$ cat src/rtl/dac_strobe_decode.sv
module dac_strobe_decode #(
  parameter int ADDR_W = 16,
  parameter int LO_W = 12,
  parameter logic [LO_W-1:0] WIN_FIRST = 12'h3C6,
  parameter logic [LO_W-1:0] WIN_LAST = 12'h3C9,
  parameter logic [LO_W-1:0] STATE_PORT = 12'h3C7,
  parameter logic [ADDR_W-LO_W-1:0] ALIAS_PAGE = 4'h8
) (
  input  logic              clk,
  input  logic              rst_n,
  input  logic              bus_pc,
  input  logic [ADDR_W-1:0] addr,
  input  logic              io_rd_n,
  input  logic              io_wr_n,
  input  logic              aen,
  input  logic              cmd_n,
  input  logic [1:0]        mc_status,
  input  logic              mc_mem,
  input  logic              refresh_n,
  input  logic              chip_en,
  input  logic              alias_en,
  output logic              dac_rd_n,
  output logic              dac_wr_n,
  output logic              state_sel
);
  localparam int HI_W = ADDR_W - LO_W;
  localparam logic [1:0] ST_RD = 2'b01;
  localparam logic [1:0] ST_WR = 2'b10;

  logic              cmd_q;
  logic [ADDR_W-1:0] lat_addr;
  logic [1:0]        lat_st;
  logic              lat_mem;

  wire mc_lead = !cmd_n && cmd_q;
  wire [ADDR_W-1:0] mc_addr = mc_lead ? addr : lat_addr;
  wire [1:0]        mc_st   = mc_lead ? mc_status : lat_st;
  wire              mc_m    = mc_lead ? mc_mem : lat_mem;

  wire pc_rd = bus_pc && !aen && !io_rd_n && io_wr_n;
  wire pc_wr = bus_pc && !aen && io_rd_n && !io_wr_n;
  wire mc_rd = !bus_pc && !cmd_n && !mc_m && (mc_st == ST_RD);
  wire mc_wr = !bus_pc && !cmd_n && !mc_m && (mc_st == ST_WR);

  wire [ADDR_W-1:0] cyc_addr = bus_pc ? addr : mc_addr;
  wire [HI_W-1:0]   hi = cyc_addr[ADDR_W-1:LO_W];
  wire [LO_W-1:0]   lo = cyc_addr[LO_W-1:0];

  wire page_ok  = (hi == '0) || (alias_en && hi == ALIAS_PAGE);
  wire in_win   = page_ok && (lo >= WIN_FIRST) && (lo <= WIN_LAST);
  wire allowed  = chip_en && refresh_n && in_win;
  wire is_state = (lo == STATE_PORT);

  wire rd_hit = allowed && (pc_rd || mc_rd);
  wire wr_hit = allowed && (pc_wr || mc_wr);

  always_ff @(posedge clk or negedge rst_n) begin
    if (!rst_n) begin
      cmd_q    <= 1'b1;
      lat_addr <= '0;
      lat_st   <= 2'b11;
      lat_mem  <= 1'b1;
    end else begin
      cmd_q <= cmd_n;
      if (mc_lead) begin
        lat_addr <= addr;
        lat_st   <= mc_status;
        lat_mem  <= mc_mem;
      end
    end
  end

  always_ff @(posedge clk or negedge rst_n) begin
    if (!rst_n) begin
      dac_rd_n  <= 1'b1;
      dac_wr_n  <= 1'b1;
      state_sel <= 1'b0;
    end else begin
      dac_rd_n  <= !(rd_hit && !is_state);
      dac_wr_n  <= !wr_hit;
      state_sel <= rd_hit && is_state;
    end
  end


  a_r12_one_strobe: assert property (@(posedge clk) disable iff (!rst_n)
    !(!dac_rd_n && !dac_wr_n));
  a_r12_sel_excl: assert property (@(posedge clk) disable iff (!rst_n)
    !(state_sel && !dac_rd_n));

  a_r9_gate: assert property (@(posedge clk) disable iff (!rst_n)
    (!chip_en || !refresh_n) |=> (dac_rd_n && dac_wr_n && !state_sel));

  a_r10_pc_release: assert property (@(posedge clk) disable iff (!rst_n)
    (bus_pc && io_rd_n && io_wr_n) |=> (dac_rd_n && dac_wr_n && !state_sel));
  a_r10_mc_release: assert property (@(posedge clk) disable iff (!rst_n)
    (!bus_pc && cmd_n) |=> (dac_rd_n && dac_wr_n && !state_sel));

  a_r8_aen: assert property (@(posedge clk) disable iff (!rst_n)
    (bus_pc && aen) |=> (dac_rd_n && dac_wr_n && !state_sel));

  a_r5_no_alias: assert property (@(posedge clk) disable iff (!rst_n)
    (bus_pc && !alias_en && addr[ADDR_W-1:LO_W] != '0) |=> (dac_rd_n && dac_wr_n && !state_sel));
endmodule

$ cat config.mk
export PLATFORM = sky130hd
export DESIGN_NAME = dac_strobe_decode
export DESIGN_NICKNAME = d
export VERILOG_FILES = /design/src/rtl/dac_strobe_decode.sv
export SDC_FILE = /design/constraint.sdc
export NUM_CORES = 1
export LEC_CHECK = 0
export ABC_AREA = 1
export BUFFER_PORTS_ARGS = -buffer_cell sky130_fd_sc_hd__buf_2
export CORE_MARGIN = 4
export CORE_UTILIZATION = 45
export CTS_BUF_LIST = sky130_fd_sc_hd__clkbuf_8
export CTS_CLUSTER_SIZE = 16
export DETAILED_ROUTE_END_ITERATION = 8
export HOLD_SLACK_MARGIN = 0.12
export PLACE_DENSITY = 0.67
export SYNTH_ARGS = -nofsm -noshare
export SYNTH_HDL_FRONTEND = slang
export SYNTH_SLANG_ARGS = --single-unit
$ cat constraint.sdc
create_clock -name clk -period 4.07 [get_ports clk]
set_input_delay 0.814 -clock clk [delete_from_list [all_inputs] [get_ports clk]]
set_output_delay 0.814 -clock clk [all_outputs]
set_load 0.02 [all_outputs]
# Word level (Yosys, flattened, before mapping)
# Index checks and enable logic that the tools add are counted.
[totals]
reg_bits = 23
latchBits = 0
ramBits = 0
rom_bits = 0
input_bits = 29
output_inout_bits = 3
word_cells = 49
memories = 0
[classes]
addsub = 0
mul = 0
div = 0
n_lt_le_gt_ge = 2
eq_ne = 4
shift = 0
n_mux = 4
bitwise_logic = 0
reduce_logical = 32
[op_table]
columns = ["cell", "n"]
rows = [
  ["$mux W16", 2],
  ["$logic_and A1 B1 Y1", 19],
  ["$eq A12 B10 Y1 const B", 1],
  ["$ge A12 B10 Y1 const B", 1],
  ["$le A12 B10 Y1 const B", 1],
  ["$logic_not A1 Y1", 9],
  ["$eq A4 B4 Y1 const B", 1],
  ["$logic_not A4 Y1", 1],
  ["$logic_or A1 B1 Y1", 3],
  ["$eq A2 B1 Y1 const B", 1],
  ["$eq A2 B2 Y1 const B", 1],
  ["$mux W2", 1],
  ["$mux W1", 1],
]

# Logic depth before layout (Yosys ltp)
[depth]
word_depth = 13
depth_mapped = 12
ltp_nobuf = 11

# Worst setup path after synthesis
# No wires, ideal clock.
[synth_timing]
path_type = "input-to-reg"
from = "input cmd_n"
to = "register state_sel"
setup_ns = 0.071
arrival_time_ns = 1.787
slack_ns = 2.212
cell_stages = 10
path_buffers = 1
path_cell_list = "inv_2 > nand2_2 > buf_6 > o21ai_1 > nand3_1 > nor2_1 > nor2_1 > nor2_2 > nand3_1 > nor2_1"
[synth_between]
elab_chain_len = 12
elab_cells_between_ends = 24
cone_classes = "order compare: 2; eq/ne: 3; mux: 4; reduce/logical: 15"
[synth_rtl]
columns = ["element", "line_no", "text"]
rows = [
  ["start: declaration", "16", "input logic cmd_n,"],
  ["$logic_not A1 Y1 *", "35, 42", ""],
  ["branches (longest 10 deep; another with $ge A12 B10 Y1)", "n/a", ""],
  ["$logic_and A1 B1 Y1 *", "81", "state_sel <= rd_hit && is_state;"],
  ["end signal: assignment", "81", ""],
  ["end: declaration", "24", "output logic state_sel"],
]
# Mark *: on every way between the ends.

# Final worst setup path
[layout_timing]
from = "input cmd_n"
to = "register state_sel"
[layout_between]
elab_cells_between_ends = 24
cone_classes = "order compare: 2; eq/ne: 3; mux: 4; reduce/logical: 15"
[layout_rtl]
columns = ["element", "line_no", "text"]
rows = [
  ["$logic_not A1 Y1 *", "35", "wire mc_lead = !cmd_n && cmd_q;"],
  ["$logic_and A1 B1 Y1 *", "35", ""],
  ["$mux W16 *", "n/a", ""],
  ["net mc_addr[3]", "36", "wire [ADDR_W-1:0] mc_addr = mc_lead ? addr : lat_addr;"],
  ["$mux W16 *", "45", "wire [ADDR_W-1:0] cyc_addr = bus_pc ? addr : mc_addr;"],
  ["$ge A12 B10 Y1", "50", "wire in_win = page_ok && (lo >= WIN_FIRST) && (lo <= WIN_LAST);"],
  ["$logic_and A1 B1 Y1 (2 in a row)", "50", ""],
  ["$logic_and A1 B1 Y1", "51", "wire allowed = chip_en && refresh_n && in_win;"],
  ["$logic_and A1 B1 Y1", "54", "wire rd_hit = allowed && (pc_rd || mc_rd);"],
  ["$logic_and A1 B1 Y1 *", "81", ""],
]
# Mark *: on every way through the listed nets, which the timed path passes. The rest lies on a longest branch.

==> metrics <==
Netlist cell types 24; Worst Tran Pin Value 0.523 ns; WP data required 4.27 ns; Total Power 0.490 mW; Synthesized Nets 180; Rel. slew slack 65.1%; initial drt markers 21; Post-Synthesis Cells 151; period utilization 51.0%; Final #Nets 212; hold slack 0.477 ns; multi-input logic area 487 um^2; crit path capture type flip-flop; CTS Buffer Depth 2; post-synth top area share 36.8%; antenna cells 0; CTS tree yes; area leader, netlist dfrtp_1; Place WS 1.75 ns; dpl cell area 1320 um^2; initial antenna violation count 0; Pre-Repair DR Iteration Count 4; commonest non-fill, non-tap cell in the layout nand2_1; Die Ht 58.7 um; share of layout cells above drive strength 1 25.8%; Setup-failing EPs final 0; FP Rows 18; global-route wire length before repair 4.46 mm; total grt overflow 0; Clock Skew 0.000846 ns; Max Cap Viol 0; Post-CTS Resized 0; Die W 58.7 um; Wirelength per Cell 11.6 um; clock root cell clkbuf_8; Filler cells 248; min-delay worst type flip-flop to flip-flop; Synth Cell Area 1160 um^2; Max Clock Freq 482 MHz; RSZ-0062 raised after global routing no; outcome finished, final reports clean; final non-filler cell total 212; kind of critical path primary input to flip-flop; Core Area 2450 um^2; Initial Utilization 47.1%; Power Dens Cells 360 nW/um^2; largest net degree at the start of global routing 24; crit path DAT 2.28 ns; leakage 0.731 nW; Clk pin slew, worst setup/hold paths 0.08 ns; top cells by area, synth dfrtp_1 37%, nand2_1 18%, dfstp_2 14%; Fin. Hold Viols 0; H-Tree Depth 1; Layout Utilization 55.4%; DRC viols 0; CP max FO 22; Final WS setup 1.99 ns; post-route ant nets 0; cell count after placement 208; number of I/O pins 32; GRT Util Overall 16.6%; CTS Hold Bufs 0; fin area 1360 um^2; Die Area 3440 um^2; post-route minimum period 2.08 ns; setup tns final 0 ns; Clock Latency Late Sink 0.26 ns; Max Slew Vio Count 0; Num CTS Buffers 3; clock sinks 23; register area 583 um^2; vias per cell 4.96; most frequent cells in the layout 56 x nand2_1, 31 x buf_2, 18 x nand3_1; post-synthesis sequential area ratio 50.4%; vias in the first global route 1,058; hpwl dp 1.83 mm; Synth-to-Final Area Change 17.6%; yosys warns 0; Worst VDD drop 0.000276 V; Yosys reg bits 23; startpoint types primary input; drt total wl 2.46 mm; IO Port Bufs 31; via count 1,051; syn avg cell area 7.66 um^2; Post-CTS Setup Bufs 0; Final GP Congestion 0.722
## synth_stat cells
cell      number
dfrtp_1       17
o21ai_0        5
buf_6          2
inv_1         11
nand2_1       56
o21a_1         1
a21oi_1        2
nand2_2        1
nor4_1         1
or2_2          1
nand3_1       18
buf_4          1
clkinv_1       1
nand4_1        1
nor3_1         1
nor2_1        14
nor2_2         2
dfstp_2        6
o21ai_1        3
clkbuf_1       1
o21ai_2        1
nand3b_1       2
mux2i_1        1
inv_2          2
## area by class of cell
cell class / instances / share of cell area [%]
repair buffers: 31 / 11.4
well taps: 30 / 2.76
flip-flops and latches: 23 / 42.9
inverters: 14 / 3.86
multi-input cells: 110 / 35.8
clock buffers: 3 / 3.04
clock inverters: 1 / 0.276
## cell families after synthesis
family	count (synthesis)	synth area share [%]
compound gates	12	5.74
buf+inv	18	7.47
flops	23	50.4
mux	1	0.866
simple gates	97	35.5
## layer usage
| metal | up-vias | GRT usage (%) | share of wire, % |
|---|---|---|---|
| li1 | 547 | - | - |
| met1 | 475 | 21.1 | 46 |
| met2 | 25 | 28.1 | 47 |
| met3 | 4 | 3.07 | 5.5 |
| met5 | - | 0 | 0 |
| met4 | 0 | 6.15 | 1.3 |
## path summary, 6_finish.rpt
| path | start | endpoint | slack, ns | depth (start not counted) |
|---|---|---|---|---|
| setup / recovery | cmd_n | state_sel$_DFF_PN0_ | 1.99 | 9 |
| hold / removal | lat_addr[15]$_DFF_PN0_ | lat_addr[15]$_DFF_PN0_ | 0.48 | 2 |
| setup reg to reg | cmd_q$_DFF_PN1_ | state_sel$_DFF_PN0_ | 2.15 | 7 |
| hold reg to reg | lat_addr[15]$_DFF_PN0_ | lat_addr[15]$_DFF_PN0_ | 0.48 | 2 |
| max in group asynchronous | rst_n | lat_mem$_DFF_PN1_ | 3.19 | 1 |
| min in group asynchronous | rst_n | lat_addr[11]$_DFF_PN0_ | 0.51 | 1 |
## sequential cells by signal (all words and copies together), names as in the netlist, named ones only
register,count
lat_addr,15
lat_mem,1
lat_st,2
cmd_q,1
dac_rd_n,1
state_sel,1
dac_wr_n,1
## worst max-delay path, stage by stage
cell and delay [ns]:
buf_2 0.13, inv_2 0.16, nand2_2 0.29, o21ai_0 0.39, o21a_1 0.15, nand3_1 0.06
nand2_1 0.11, nand3_1 0.08, nor2_1 0.08
## report_power, final
| group | internal (mW) | switching [mW] |
|---|---|---|
| Sequential | 0.255 | 0.00786 |
| Combinational | 0.0322 | 0.0529 |
| Clock | 0.0674 | 0.0740 |
(Power assumes the default switching activity.)
